[config.mk]
export PLATFORM = sky130hd
export DESIGN_NAME = adc_track_seq
export DESIGN_NICKNAME = d
export VERILOG_FILES = /design/src/rtl/adc_track_pkg.sv /design/src/rtl/adc_track_cfg.sv /design/src/rtl/adc_track_timer.sv /design/src/rtl/adc_track_fsm.sv /design/src/rtl/adc_track_seq.sv
export SDC_FILE = /design/constraint.sdc
export NUM_CORES = 1
export LEC_CHECK = 0
export BUFFER_PORTS_ARGS = -buffer_cell sky130_fd_sc_hd__clkbuf_2
export CORE_MARGIN = 1
export CORE_UTILIZATION = 55
export DETAILED_ROUTE_END_ITERATION = 8
export GPL_TIMING_DRIVEN = 0
export PLACE_DENSITY = 0.9
export SYNTH_ARGS = -nofsm -noshare
export SYNTH_HDL_FRONTEND = slang
export SYNTH_HIERARCHICAL = 1
export SYNTH_SLANG_ARGS = --single-unit
[constraint.sdc]
create_clock -name clk_i -period 3.6 [get_ports clk_i]
set_input_delay 0.18 -clock clk_i [delete_from_list [all_inputs] [get_ports clk_i]]
set_output_delay 0.18 -clock clk_i [all_outputs]
set_load 0.03 [all_outputs]
[src/rtl/adc_track_pkg.sv]
package adc_track_pkg;

  typedef enum logic [1:0] {
    MODE_RSVD = 2'b00,
    MODE_POST = 2'b01,
    MODE_PRE  = 2'b10,
    MODE_DUAL = 2'b11
  } trk_mode_e;

  typedef enum logic [2:0] {
    S_IDLE,
    S_PWRUP,
    S_POST_SAR,
    S_POST_SYS,
    S_GO,
    S_CONV
  } seq_state_e;

  typedef struct packed {
    logic [3:0] pwr_cnt;
    trk_mode_e  mode;
    logic [1:0] post_len;
  } cfg_t;

  localparam int unsigned SYS_TAIL = 2;

endpackage

[src/rtl/adc_track_cfg.sv]
module adc_track_cfg
  import adc_track_pkg::*;
(
  input  logic       clk_i,
  input  logic       rst_ni,
  input  logic       we_i,
  input  logic [7:0] wdata_i,
  output cfg_t       cfg_o
);

  always_ff @(posedge clk_i or negedge rst_ni) begin
    if (!rst_ni)   cfg_o <= cfg_t'(8'hFF);
    else if (we_i) cfg_o <= cfg_t'(wdata_i);
  end

endmodule

[src/rtl/adc_track_timer.sv]
module adc_track_timer #(
  parameter int unsigned CW = 8
) (
  input  logic          clk_i,
  input  logic          rst_ni,
  input  logic          load_i,
  input  logic [CW-1:0] load_val_i,
  input  logic          dec_i,
  output logic          zero_o
);

  logic [CW-1:0] cnt_q;

  always_ff @(posedge clk_i or negedge rst_ni) begin
    if (!rst_ni)     cnt_q <= '0;
    else if (load_i) cnt_q <= load_val_i;
    else if (dec_i && cnt_q != '0) cnt_q <= cnt_q - 1'b1;
  end

  assign zero_o = (cnt_q == '0);

endmodule

[src/rtl/adc_track_fsm.sv]
module adc_track_fsm
  import adc_track_pkg::*;
#(
  parameter int unsigned STEP_CYCLES = 40,
  parameter int unsigned CW          = 10
) (
  input  logic          clk_i,
  input  logic          rst_ni,
  input  cfg_t          cfg_i,
  input  logic          en_i,
  input  logic          burst_i,
  input  logic          sar_tick_i,
  input  logic          start_i,
  input  logic          sar_done_i,
  input  logic          zero_i,
  output logic          load_o,
  output logic [CW-1:0] load_val_o,
  output logic          dec_o,
  output logic          pwr_on_o,
  output logic          track_o,
  output logic          conv_go_o,
  output logic          busy_o
);

  seq_state_e state_q, state_d;

  logic          low_pw;
  logic          post_needed;
  logic          idle_tracks;
  logic [CW-1:0] pwrup_val;
  logic [CW-1:0] sar_val;

  assign low_pw      = burst_i & ~en_i;
  assign post_needed = (cfg_i.mode != MODE_PRE);
  assign idle_tracks = (cfg_i.mode == MODE_PRE) || (cfg_i.mode == MODE_DUAL);
  assign pwrup_val   = CW'((int'(cfg_i.pwr_cnt) + 1) * int'(STEP_CYCLES) - 1);
  assign sar_val     = CW'((2 << cfg_i.post_len) - 1);

  always_comb begin
    state_d    = state_q;
    load_o     = 1'b0;
    load_val_o = '0;
    dec_o      = 1'b0;
    unique case (state_q)
      S_IDLE: begin
        if (start_i) begin
          if (low_pw) begin
            state_d    = S_PWRUP;
            load_o     = 1'b1;
            load_val_o = pwrup_val;
          end else if (post_needed) begin
            state_d    = S_POST_SAR;
            load_o     = 1'b1;
            load_val_o = sar_val;
          end else begin
            state_d = S_GO;
          end
        end
      end
      S_PWRUP: begin
        if (zero_i) begin
          if (post_needed) begin
            state_d    = S_POST_SAR;
            load_o     = 1'b1;
            load_val_o = sar_val;
          end else begin
            state_d = S_GO;
          end
        end else begin
          dec_o = 1'b1;
        end
      end
      S_POST_SAR: begin
        if (sar_tick_i) begin
          if (zero_i) begin
            state_d    = S_POST_SYS;
            load_o     = 1'b1;
            load_val_o = CW'(SYS_TAIL - 1);
          end else begin
            dec_o = 1'b1;
          end
        end
      end
      S_POST_SYS: begin
        if (zero_i) state_d = S_GO;
        else        dec_o   = 1'b1;
      end
      S_GO:   state_d = S_CONV;
      S_CONV: if (sar_done_i) state_d = S_IDLE;
      default: state_d = S_IDLE;
    endcase
  end

  always_ff @(posedge clk_i or negedge rst_ni) begin
    if (!rst_ni) state_q <= S_IDLE;
    else         state_q <= state_d;
  end

  assign busy_o    = (state_q != S_IDLE);
  assign conv_go_o = (state_q == S_GO);
  assign pwr_on_o  = burst_i ? (en_i | busy_o) : en_i;

  always_comb begin
    unique case (state_q)
      S_IDLE:                 track_o = idle_tracks & pwr_on_o;
      S_POST_SAR, S_POST_SYS: track_o = 1'b1;
      default:                track_o = 1'b0;
    endcase
  end

  AST_GO_SINGLE: assert property (@(posedge clk_i) disable iff (!rst_ni)
    conv_go_o |=> !conv_go_o);

  AST_DONE_RELEASES: assert property (@(posedge clk_i) disable iff (!rst_ni)
    (state_q == S_CONV && sar_done_i) |=> !busy_o);

  AST_START_IGNORED: assert property (@(posedge clk_i) disable iff (!rst_ni)
    (state_q == S_CONV && start_i && !sar_done_i) |=> (state_q == S_CONV));

  AST_BURST_POWERED: assert property (@(posedge clk_i) disable iff (!rst_ni)
    (burst_i && state_q == S_POST_SAR) |-> pwr_on_o);

  AST_GO_AFTER_TRACK: assert property (@(posedge clk_i) disable iff (!rst_ni)
    $rose(conv_go_o) && post_needed |-> $past(track_o));

  AST_SAR_STALL: assert property (@(posedge clk_i) disable iff (!rst_ni)
    (state_q == S_POST_SAR && !sar_tick_i) |=> (state_q == S_POST_SAR));

endmodule

[src/rtl/adc_track_seq.sv]
module adc_track_seq
  import adc_track_pkg::*;
#(
  parameter int unsigned STEP_CYCLES = 40
) (
  input  logic       clk_i,
  input  logic       rst_ni,
  input  logic       cfg_we_i,
  input  logic [7:0] cfg_wdata_i,
  output logic [7:0] cfg_o,
  input  logic       en_i,
  input  logic       burst_i,
  input  logic       sar_tick_i,
  input  logic       start_i,
  input  logic       sar_done_i,
  output logic       pwr_on_o,
  output logic       track_o,
  output logic       conv_go_o,
  output logic       busy_o
);

  localparam int unsigned STARTUP_MAX = 16 * STEP_CYCLES;
  localparam int unsigned CW          = $clog2(STARTUP_MAX + 1);

  cfg_t          cfg;
  logic          tmr_load;
  logic [CW-1:0] tmr_val;
  logic          tmr_dec;
  logic          tmr_zero;

  adc_track_cfg u_cfg (
    .clk_i   (clk_i),
    .rst_ni  (rst_ni),
    .we_i    (cfg_we_i),
    .wdata_i (cfg_wdata_i),
    .cfg_o   (cfg)
  );

  adc_track_timer #(.CW(CW)) u_tmr (
    .clk_i      (clk_i),
    .rst_ni     (rst_ni),
    .load_i     (tmr_load),
    .load_val_i (tmr_val),
    .dec_i      (tmr_dec),
    .zero_o     (tmr_zero)
  );

  adc_track_fsm #(.STEP_CYCLES(STEP_CYCLES), .CW(CW)) u_fsm (
    .clk_i      (clk_i),
    .rst_ni     (rst_ni),
    .cfg_i      (cfg),
    .en_i       (en_i),
    .burst_i    (burst_i),
    .sar_tick_i (sar_tick_i),
    .start_i    (start_i),
    .sar_done_i (sar_done_i),
    .zero_i     (tmr_zero),
    .load_o     (tmr_load),
    .load_val_o (tmr_val),
    .dec_o      (tmr_dec),
    .pwr_on_o   (pwr_on_o),
    .track_o    (track_o),
    .conv_go_o  (conv_go_o),
    .busy_o     (busy_o)
  );

  assign cfg_o = cfg;

endmodule

==> results.cfg <==
[timing]
setup_violations = 0
finalClockSkew_ns = 0.0104
fmax_mhz = 333
tightest_slew_ns = 0.531
finalMaxSlewViolations = 0
tns_ns = 0
hold_viol = 0
post-route-period-util = 0.834
relSlewSlack = 0.643
rsz0062_at_grt = no
post-route-min-period_ns = 3.00

[synthesis]
yosysTopAreaCell = dfrtp_1
synth_commonest_cells = o21ai_0 (15), nand2_1 (14), dfrtp_1 (13)
synth-seq-cells = 21
synth.avg_cell_area_um2 = 9.28
syn-num-nets = 207
synthArstFlopShare = 1.00
synth_cell_type_count = 50
yosysSeqAreaShare = 0.315
synth-edff-count = 0
netlist.area_leader.share = 0.192
netlist_area_mm2 = 0.00170
synth.top_cells.by_area = dfrtp_1 (19%), dfstp_2 (12%), mux2_4 (7.1%)
yosysMostFrequentCell = o21ai_0
syn-instance-count = 183
ys.flop_type = dfrtp_1
synth_warnings = 6

[finish]
design_area_mm2 = 0.00190
n_antenna_cell = 0
fin_util = 0.673
nets = 239
drive_gt1_frac = 0.308
area_delta_synth_final_pct = 12.1

[power_and_ir_drop]
p_sw_frac = 0.439
power_frac_comb = 0.547
internal_power_mw = 0.645
clock_power_share = 0.098
p_seq_frac = 0.354
p_per_area_mw_per_mm2 = 604
total_leakage_power_nw = 0.865
irDropWorstVdd_mv = 0.450
p_sw_mw = 0.504

[worst_setup_path]
r2r-end = u_tmr/cnt_q[8]
r2r_start = u_cfg/cfg_o[4]
required_ns = 3.79
crit_type = reg -> reg
reg2regPathDepth = 10
crit_start = u_cfg/cfg_o[4]
crit_path_end_kind = flop
r2r_slack_ns = 0.60
startpoint_type = flop
cp_max_fo = 8
arrival_ns = 3.20
crit_path_end = u_tmr/cnt_q[8]

[die]
dieArea_mm2 = 0.00331
io_pins = 28
row_count = 19
fp.dieW_um = 57.6
coreArea_mm2 = 0.00283
start_util = 0.600
die_y_um = 57.6

[grt]
antenna_found_initial = 0
grt_max_degree = 22
grt_usage = 0.253
grt_overflow = 0
first_global_vias = 1497
grt_pass1_wl_um = 6510

[clocking]
postCtsHoldBufs = 1
cts_max_level = 1
cts_resized = 0
clock-sinks = 21
cts.clk_slew.worst_paths_ns = 0.12
clk_path_buf_depth = 2
cts_buffers = 3
cts_tree = yes
cts-root-buf = clkbuf_4
clk_latency_ns = 0.31
post_cts_buffers = 0

[route]
num_vias = 1482
drt_iter0_markers = 57
drt_pass1_iterations = 4
wirelength_um = 3770
drtAntennaViolNets = 0
via_per_inst = 6.05
drt-wirelength-per-cell_um = 15.4
drcViolationCount = 0

[place]
dpl-instance-area_mm2 = 0.00187
port-buffer-count = 26
gp_congestion = 0.885
dpl.hpwl_um = 2940

[outcome]
status = finished, final reports clean

[flow_run]
max_cap_violations = 0

[hold_path]
hold_path_class = in -> reg
hp-start = cfg_wdata_i[2]
worst min-delay path by stage:
stage / cells past startpoint / endpoint
floorplan: 0 / u_fsm/state_q[0]
finish: 2 / u_cfg/cfg_o[2]
CTS: 2 / u_cfg/cfg_o[2]
global route: 2 / u_cfg/cfg_o[2]
global placement: 1 / u_tmr/cnt_q[9]
detailed placement: 1 / u_tmr/cnt_q[9]
metal layers:
layer / vias up / track usage / share of wire
met2: 59 / 0.450 / 0.51
met1: 696 / 0.315 / 0.43
li1: 717 / - / -
met3: 10 / 0.0317 / 0.049
met4: 0 / 0.0906 / 0.018
met5: - / 0 / 0
power by group through the flow:
stage / logic [mW] / clock network (mW) / registers [mW]
2_1_floorplan: 0.475 / 0 / 0.407
3_3_place_gp: 0.589 / 0 / 0.403
3_5_place_dp: 0.620 / 0 / 0.408
4_1_cts: 0.624 / 0.116 / 0.404
5_1_grt: 0.698 / 0.127 / 0.417
6_report: 0.629 / 0.113 / 0.407
cells in the final DEF, fill, tap and decap left out, types with 3 or more instances in the layout:
| cell type | Yosys | routed |
|---|---|---|
| nor3_1 | 7 | 7 |
| inv_1 | 11 | 11 |
| o21ai_0 | 15 | 15 |
| xor2_1 | 3 | 3 |
| xnor2_1 | 6 | 6 |
| nor2b_1 | 6 | 6 |
| mux2_4 | 8 | 8 |
| or3_1 | 3 | 3 |
| clkbuf_1 | 2 | 3 |
| clkbuf_4 | 0 | 3 |
| dfrtp_1 | 13 | 13 |
| ha_1 | 7 | 7 |
| buf_2 | 3 | 3 |
| nand2_1 | 14 | 14 |
| a21oi_1 | 11 | 11 |
| nand4_1 | 3 | 3 |
| nor2_1 | 11 | 11 |
| or2_2 | 3 | 3 |
| mux2_2 | 4 | 4 |
| nand2b_1 | 4 | 4 |
| clkbuf_2 | 0 | 26 |
| dfstp_2 | 8 | 8 |
metrics by stage:
stage / hold WS, ns / cells / total power [mW] / setup WS (ns)
floorplan: -0.116 / 183 / 0.882 / 0.665
global placement: 0.168 / 240 / 0.992 / 0.647
detailed placement: 0.169 / 240 / 1.03 / 0.604
CTS: 0.0904 / 245 / 1.14 / 0.580
global route: 0.0831 / 245 / 1.24 / 0.364
finish: 0.0954 / 245 / 1.15 / 0.599
worst max-delay path, cell delays in order, from the launching register on:
cell and delay, ns:
dfstp_2 0.64, ha_1 0.31, ha_1 0.30, ha_1 0.14, inv_1 0.05, fa_1 0.52
or2b_1 0.23, nor4_1 0.21, xnor3_1 0.18, nor2_1 0.04, mux2_2 0.26
flip-flops by register name, indices dropped and copies added, names as in the netlist:
| register | cells |
|---|---|
| u_cfg/cfg_o | 8 |
| u_tmr/cnt_q | 10 |
| u_fsm/state_q | 3 |
layout make-up:
type                            instances  area, um^2
Inverter                               11        41.3
Fill cell                             204         926
Tap cell                               31        38.8
Multi-Input combinational cell        143        1070
Sequential cell                        21         536
Timing Repair Buffer                   27         140
Clock buffer                            4        26.3
Buffer                                  8        52.6
cells by family after synthesis:
kind of cell / Yosys count / share of synthesized area
and+or+nand+nor: 67 / 0.230
AOI/OAI and AO/OA: 43 / 0.158
DFF: 21 / 0.315
buffers and inverters: 19 / 0.0553
muxes: 14 / 0.109
xor gates and xnor gates: 11 / 0.0693
adders and majority gates: 8 / 0.0634
No activity file was read; power rests on OpenSTA's default activity.
